===== config.mk =====
export PLATFORM = sky130hd
export DESIGN_NAME = shift_rotate_unit
export DESIGN_NICKNAME = d
export VERILOG_FILES = /design/src/rtl/shr_pkg.sv /design/src/rtl/shr_decode.sv /design/src/rtl/shr_barrel.sv /design/src/rtl/shift_rotate_unit.sv
export SDC_FILE = /design/constraint.sdc
export NUM_CORES = 1
export LEC_CHECK = 0
export BUFFER_PORTS_ARGS = -buffer_cell sky130_fd_sc_hd__buf_4
export CAP_MARGIN = 15
export CORE_MARGIN = 8
export CORE_UTILIZATION = 49
export DETAILED_ROUTE_END_ITERATION = 6
export GPL_ROUTABILITY_DRIVEN = 0
export PLACE_DENSITY_LB_ADDON = 0.12
export REMOVE_ABC_BUFFERS = 1
export SLEW_MARGIN = 20
export SYNTH_ARGS = -nofsm -noshare
export SYNTH_HDL_FRONTEND = slang
export SYNTH_HIERARCHICAL = 1
export SYNTH_SLANG_ARGS = --single-unit
export TNS_END_PERCENT = 50

===== constraint.sdc =====
create_clock -name clk -period 3.3 [get_ports clk]
set_input_delay 0 -clock clk [delete_from_list [all_inputs] [get_ports clk]]
set_output_delay 0 -clock clk [all_outputs]
set_load 0.02 [all_outputs]

===== src/rtl/shr_pkg.sv =====
package shr_pkg;

    typedef enum logic [1:0] {
        OP_SLL = 2'd0,
        OP_SRL = 2'd1,
        OP_SRA = 2'd2,
        OP_ROR = 2'd3
    } shr_op_e;

    typedef struct packed {
        shr_op_e op;
        logic    var_amt;
        logic    illegal;
    } shr_ctrl_t;

    localparam logic [5:0] FN_SLL  = 6'h00;
    localparam logic [5:0] FN_SRL  = 6'h02;
    localparam logic [5:0] FN_SRA  = 6'h03;
    localparam logic [5:0] FN_SLLV = 6'h04;
    localparam logic [5:0] FN_SRLV = 6'h06;
    localparam logic [5:0] FN_SRAV = 6'h07;

    function automatic shr_op_e right_kind(input logic rot);
        return rot ? OP_ROR : OP_SRL;
    endfunction

endpackage


===== src/rtl/shr_decode.sv =====
module shr_decode
    import shr_pkg::*;
(
    input  logic [5:0] func_i,
    input  logic       rot_fix_i,
    input  logic       rot_var_i,
    output shr_ctrl_t  ctrl_o
);
    always_comb begin
        ctrl_o = '{op: OP_SLL, var_amt: 1'b0, illegal: 1'b0};
        case (func_i)
            FN_SLL:  ctrl_o.op = OP_SLL;
            FN_SRL:  ctrl_o.op = right_kind(rot_fix_i);
            FN_SRA:  ctrl_o.op = OP_SRA;
            FN_SLLV: begin ctrl_o.op = OP_SLL; ctrl_o.var_amt = 1'b1; end
            FN_SRLV: begin ctrl_o.op = right_kind(rot_var_i); ctrl_o.var_amt = 1'b1; end
            FN_SRAV: begin ctrl_o.op = OP_SRA; ctrl_o.var_amt = 1'b1; end
            default: ctrl_o.illegal = 1'b1;
        endcase
    end
endmodule


===== src/rtl/shr_barrel.sv =====
module shr_barrel
    import shr_pkg::*;
#(
    parameter int DATA_W = 32,
    parameter int AMT_W  = $clog2(DATA_W)
) (
    input  logic [DATA_W-1:0] data_i,
    input  logic [AMT_W-1:0]  amt_i,
    input  shr_op_e           op_i,
    output logic [DATA_W-1:0] data_o
);
    // Left shifts reuse the right-shift stages on a bit-reversed word.
    logic              go_left;
    logic              wrap;
    logic              fill;
    logic [DATA_W-1:0] rev_in;
    logic [DATA_W-1:0] rev_out;
    logic [DATA_W-1:0] stg [0:AMT_W];

    assign go_left = (op_i == OP_SLL);
    assign wrap    = (op_i == OP_ROR);
    assign fill    = (op_i == OP_SRA) & data_i[DATA_W-1];

    for (genvar b = 0; b < DATA_W; b++) begin : g_rev
        assign rev_in[b]  = data_i[DATA_W-1-b];
        assign rev_out[b] = stg[AMT_W][DATA_W-1-b];
    end

    assign stg[0] = go_left ? rev_in : data_i;

    for (genvar i = 0; i < AMT_W; i++) begin : g_stage
        localparam int STEP = 1 << i;
        logic [STEP-1:0]   top_bits;
        logic [DATA_W-1:0] moved;
        assign top_bits   = wrap ? stg[i][STEP-1:0] : {STEP{fill}};
        assign moved      = {top_bits, stg[i][DATA_W-1:STEP]};
        assign stg[i+1]   = amt_i[i] ? moved : stg[i];
    end

    assign data_o = go_left ? rev_out : stg[AMT_W];
endmodule


===== src/rtl/shift_rotate_unit.sv =====
module shift_rotate_unit
    import shr_pkg::*;
#(
    parameter int DATA_W  = 32,
    parameter bit REG_OUT = 1'b1,
    localparam int AMT_W  = $clog2(DATA_W)
) (
    input  logic              clk,
    input  logic              rst,
    input  logic [5:0]        func_i,
    input  logic [DATA_W-1:0] rt_i,
    input  logic [DATA_W-1:0] rs_i,
    input  logic [AMT_W-1:0]  sa_i,
    input  logic              rot_fix_i,
    input  logic              rot_var_i,
    output logic [DATA_W-1:0] result_o,
    output logic              illegal_o
);
    shr_ctrl_t         ctrl;
    logic [AMT_W-1:0]  amt;
    logic [DATA_W-1:0] core_out;
    logic [DATA_W-1:0] res_d;
    logic              unused_rs_hi;

    assign unused_rs_hi = ^rs_i[DATA_W-1:AMT_W];

    shr_decode u_dec (
        .func_i    (func_i),
        .rot_fix_i (rot_fix_i),
        .rot_var_i (rot_var_i),
        .ctrl_o    (ctrl)
    );

    assign amt = ctrl.var_amt ? rs_i[AMT_W-1:0] : sa_i;

    shr_barrel #(.DATA_W(DATA_W), .AMT_W(AMT_W)) u_core (
        .data_i (rt_i),
        .amt_i  (amt),
        .op_i   (ctrl.op),
        .data_o (core_out)
    );

    assign res_d = ctrl.illegal ? '0 : core_out;

    if (REG_OUT) begin : g_reg
        always_ff @(posedge clk) begin
            if (rst) begin
                result_o  <= '0;
                illegal_o <= 1'b0;
            end else begin
                result_o  <= res_d;
                illegal_o <= ctrl.illegal;
            end
        end
    end else begin : g_comb
        assign result_o  = res_d;
        assign illegal_o = ctrl.illegal;
    end


    zero_amt_chk: assert property (@(posedge clk) disable iff (rst)
        (!ctrl.illegal && amt == '0) |-> (core_out == rt_i));


    rotate_bits_chk: assert property (@(posedge clk) disable iff (rst)
        (!ctrl.illegal && ctrl.op == OP_ROR) |-> ($countones(core_out) == $countones(rt_i)));


    sign_fill_chk: assert property (@(posedge clk) disable iff (rst)
        (!ctrl.illegal && ctrl.op == OP_SRA && rt_i[DATA_W-1]) |-> core_out[DATA_W-1]);


    zero_fill_chk: assert property (@(posedge clk) disable iff (rst)
        (!ctrl.illegal && ctrl.op == OP_SRL && amt != '0) |-> !core_out[DATA_W-1]);


    left_fill_chk: assert property (@(posedge clk) disable iff (rst)
        (!ctrl.illegal && ctrl.op == OP_SLL && amt != '0) |-> !core_out[0]);


    illegal_zero_chk: assert property (@(posedge clk) disable iff (rst)
        illegal_o |-> (result_o == '0));
endmodule


### Yosys cells after proc, flatten, opt, wreduce, memory -nomap -nowiden

Cells that the tools add are included.

| word-level totals | value |
|---|---|
| bits in registers | 33 |
| input port bits | 79 |
| output and inout bits | 33 |
| logic and storage cells | 35 |

| cells by class | value |
|---|---|
| bitwise operators | 2 |
| mux-type cells | 18 |
| reductions and logical operators | 6 |
| eq/ne operators | 7 |

Operator list:

| kind | number |
|---|---|
| 32-bit two-way mux | 7 |
| 6-bit by 3-bit equality test with 1-bit output, second input constant | 3 |
| 16-bit two-way mux | 1 |
| 6-bit by 2-bit equality test with 1-bit output, second input constant | 2 |
| 8-bit two-way mux | 1 |
| 6-bit logical NOT | 1 |
| 2-bit two-way mux | 3 |
| 2-bit case mux with 3 select lines | 1 |
| 6-bit OR reduction | 1 |
| 5-bit two-way mux | 1 |
| 2-bit equality test, second input constant | 2 |
| 4-bit two-way mux | 1 |
| 2-bit OR reduction | 2 |
| 1-bit two-way mux | 3 |
| 3-bit OR reduction | 1 |
| 2-bit logical NOT | 1 |
| 1-bit bitwise AND | 1 |
| 1-bit inverter | 1 |

### Longest topological paths before layout

| logic depth | value |
|---|---|
| depth in word-level cells | 16 |
| mapped depth | 14 |

### Hierarchy

Netlist, hierarchy kept.

By module, submodules not included:

| module | instances | cells an instance | seq. area each (um^2) | area each (um^2) |
|---|---|---|---|---|
| shr_barrel | 1 | 381 | 0.0 | 2,975.4 |
| shift_rotate_unit | 1 | 79 | 660.6 | 1,199.9 |
| shr_decode | 1 | 7 | 0.0 | 60.1 |

### Worst setup path after synthesis

OpenSTA, ideal clock, no wires.

| timing | value |
|---|---|
| path type | input to register |
| from | input port func_i[5] |
| to | register result_o[26] |
| arrival | 2.961 ns |
| path slack | 0.222 ns |
| cell stages on the path | 14 |
| library setup time | 0.117 ns |
| path buffers | 3 |
| data required time | 3.183 ns |
| path through | nor3_2 o211a_1 mux2_2 buf_2 inv_1 buf_2 buf_1 mux4_2 a22oi_1 nand2_1 a221oi_1 o21ai_1 a221o_1 nor3b_2 |

RTL lines:

| what | RTL line | source |
|---|---|---|
| from (decl) | shift_rotate_unit.sv:10 | `input logic [5:0] func_i,` |
| to (signal assigned) | shift_rotate_unit.sv:51 | `result_o <= res_d;` |
| to (decl) | shift_rotate_unit.sv:16 | `output logic [DATA_W-1:0] result_o,` |

==> results.json <==
{
  "pre_cts_ws_ps": -68.0,
  "first_iter_violations": 433,
  "post_cts_resized": 0,
  "ys.flop_type": "dfxtp_1",
  "max_cap_violations": 0,
  "start_kind": "input port",
  "setup_tns_ps": 0,
  "cts_tree": "yes",
  "grt_pass1_wl_mm": 22.0,
  "relSlewSlack_pct": 57.6,
  "dpl.cell_count": 657,
  "hp-class": "in -> reg",
  "seqPwrFrac_pct": 27.6,
  "nets": 636,
  "clk_path_buf_depth": 2,
  "die_area_mm2": 0.0119,
  "p_clk_share_pct": 20.6,
  "timing.fmax_mhz": 332,
  "syn_to_final_growth_pct": 23.6,
  "comb_power_share_pct": 51.8,
  "finalWorstSetupSlack_ps": 290,
  "antenna_found_initial": 0,
  "design_area_mm2": 0.00524,
  "max-vdd-ir-drop_mv": 0.162,
  "crit_arrival_ps": 3180,
  "swShare_pct": 38.3,
  "overflow": 0,
  "fillers": 784,
  "async_flop_share_pct": 0,
  "cts_sinks": 33,
  "required_ps": 3470,
  "syn_avg_cell_area_um2": 9.07,
  "final_cells": 666,
  "outcome": "complete, no violations",
  "vias": 4553,
  "n_antenna_cell": 0,
  "ys_ff_latch": 33,
  "grt_start_max_net_pins": 40,
  "cts_inserted_buffers": 5,
  "io_pins": 112,
  "root_buffer": "clkbuf_8",
  "fp.dieH_um": 109,
  "ys_types": 57,
  "finalSetupViolations": 0,
  "grt_usage_pct": 23.0,
  "wire_per_inst_um": 20.8,
  "port_buffers": 84,
  "drive_above_1_share_pct": 41.4,
  "crit_type": "in -> reg",
  "drtPass1Iterations": 7,
  "ff_latch_area_um2": 661,
  "power.switching_uw": 563,
  "p_leak_nw": 2.04,
  "ctsHtreeMaxLevel": 2,
  "synth_edf_count": 0,
  "ant_nets": 0,
  "multi_input_area_mm2": 0.00330,
  "die_w_um": 109,
  "core_mm2": 0.00855,
  "dpl.hpwl_mm": 10.8,
  "period_needed_ps": 3010,
  "power_density_mw_per_mm2": 281,
  "fp-row-count": 34,
  "rsz0062_at_grt": "false",
  "drt-total-wl_mm": 13.9,
  "syn_inst": 467,
  "initial_utilization_pct": 49.5,
  "crit_fanout": 17,
  "slew_viol_final": 0,
  "min_period_over_period_pct": 91.2,
  "hold_viol_final": 0,
  "avgViaCountPerCell": 6.84,
  "drcViolationCount": 0,
  "netlist_area_mm2": 0.00424,
  "power.internal_uw": 906,
  "ys_warn_count": 6,
  "cp-end-kind": "flop",
  "tightest_slew_ps": 635,
  "ys_seq_area_share_pct": 15.6,
  "path_clk_slew_ps": 70,
  "grt_pass1_vias": 4346,
  "place_area_mm2": 0.00512,
  "finalPower_mw": 1.47,
  "post_cts_buffers": 0,
  "postCtsHoldBufs": 0
}
## cell type report
type                       count  share of cell area [%]
inverter                      10                   0.717
timing repair buffer         128                    19.5
multi-input combinational    379                    63.0
clock inverter                 3                   0.335
clock buffer                   5                    1.31
tap                          108                    2.58
sequential                    33                    12.6
## synthesized netlist by cell type, types with 6 or more instances
master,n,area share (%)
mux4_2,40,21
nand2_1,40,3.5
a21oi_1,33,3.9
dfxtp_1,33,16
nor3b_2,30,8.9
clkbuf_1,27,2.4
nor2_1,26,2.3
o22ai_1,21,3.1
a22oi_1,20,3.5
o21ai_0,20,2.4
mux2_2,16,4.3
mux2i_1,16,3.8
a221oi_1,10,2.1
buf_6,10,2.7
nor3_1,10,1.2
a31oi_1,9,1.3
a211oi_1,7,1.2
inv_1,7,0.62
nand3_1,7,0.83
a22o_1,6,1.2
or3_1,6,0.89
## power groups by stage
stage | Sequential, mW | Combinational [mW] | Clock [mW]
4_1_cts | 0.406 | 0.741 | 0.308
3_3_place_gp | 0.415 | 0.730 | 0
6_report | 0.406 | 0.760 | 0.303
2_1_floorplan | 0.424 | 0.458 | 0
5_1_grt | 0.407 | 0.814 | 0.327
3_5_place_dp | 0.415 | 0.736 | 0
## routing by layer
layer,global-route usage (%),vias to the layer above,part of all wire [%]
li1,-,2061,-
met1,29.3,2144,39
met2,38.3,304,48
met3,3.19,44,9.8
met4,9.29,0,3.2
met5,0,-,0
## registers in the layout (all words and copies together) (netlist names)
name / flops
illegal_o: 1
result_o: 32
## worst max-delay path, stage by stage
cell and delay [ps]:
buf_4 120, mux2_4 280, o211a_1 250, nor2_4 500, buf_4 220, mux4_2 510
a22oi_1 160, nand2_1 160, a221oi_1 380, o21ai_1 120, a221o_1 300, nor3b_2 150
## placed cells by master, fill, tap and decap left out, types with 19 or more instances in the layout
master | netlist | final
a21oi_1 | 33 | 33
a22oi_1 | 20 | 20
buf_4 | 2 | 124
dfxtp_1 | 33 | 33
mux4_2 | 40 | 40
nand2_1 | 40 | 40
nor2_1 | 26 | 26
nor3b_2 | 30 | 30
o21ai_0 | 20 | 19
o22ai_1 | 21 | 21
## metrics by stage
| step | hold slack, ps | utilization [%] |
|---|---|---|
| finish | 171 | 61.2 |
| global route | 186 | 61.2 |
| CTS | 178 | 60.9 |
| detailed placement | 413 | 59.9 |
| global placement | 413 | 59.9 |
| floorplan | 70.7 | - |
## final timing paths
check / start / endpoint / slack, ps / depth (start not counted)
max: func_i[2] / result_o[26]$_SDFF_PP0_ / 290 / 12
min: rst / illegal_o$_SDFF_PP0_ / 170 / 2
## kinds of logic (layout without fill, tap and decap cells)
| kind of cell | Yosys count | count (layout) | share of synthesized area (%) |
|---|---|---|---|
| buf+inv | 55 | 146 | 6.91 |
| flops | 33 | 33 | 15.6 |
| compound gates | 170 | 170 | 27.4 |
| mux | 73 | 73 | 29.7 |
| simple gates | 136 | 136 | 20.4 |
Note: power is estimated with default switching activity, not from simulation.
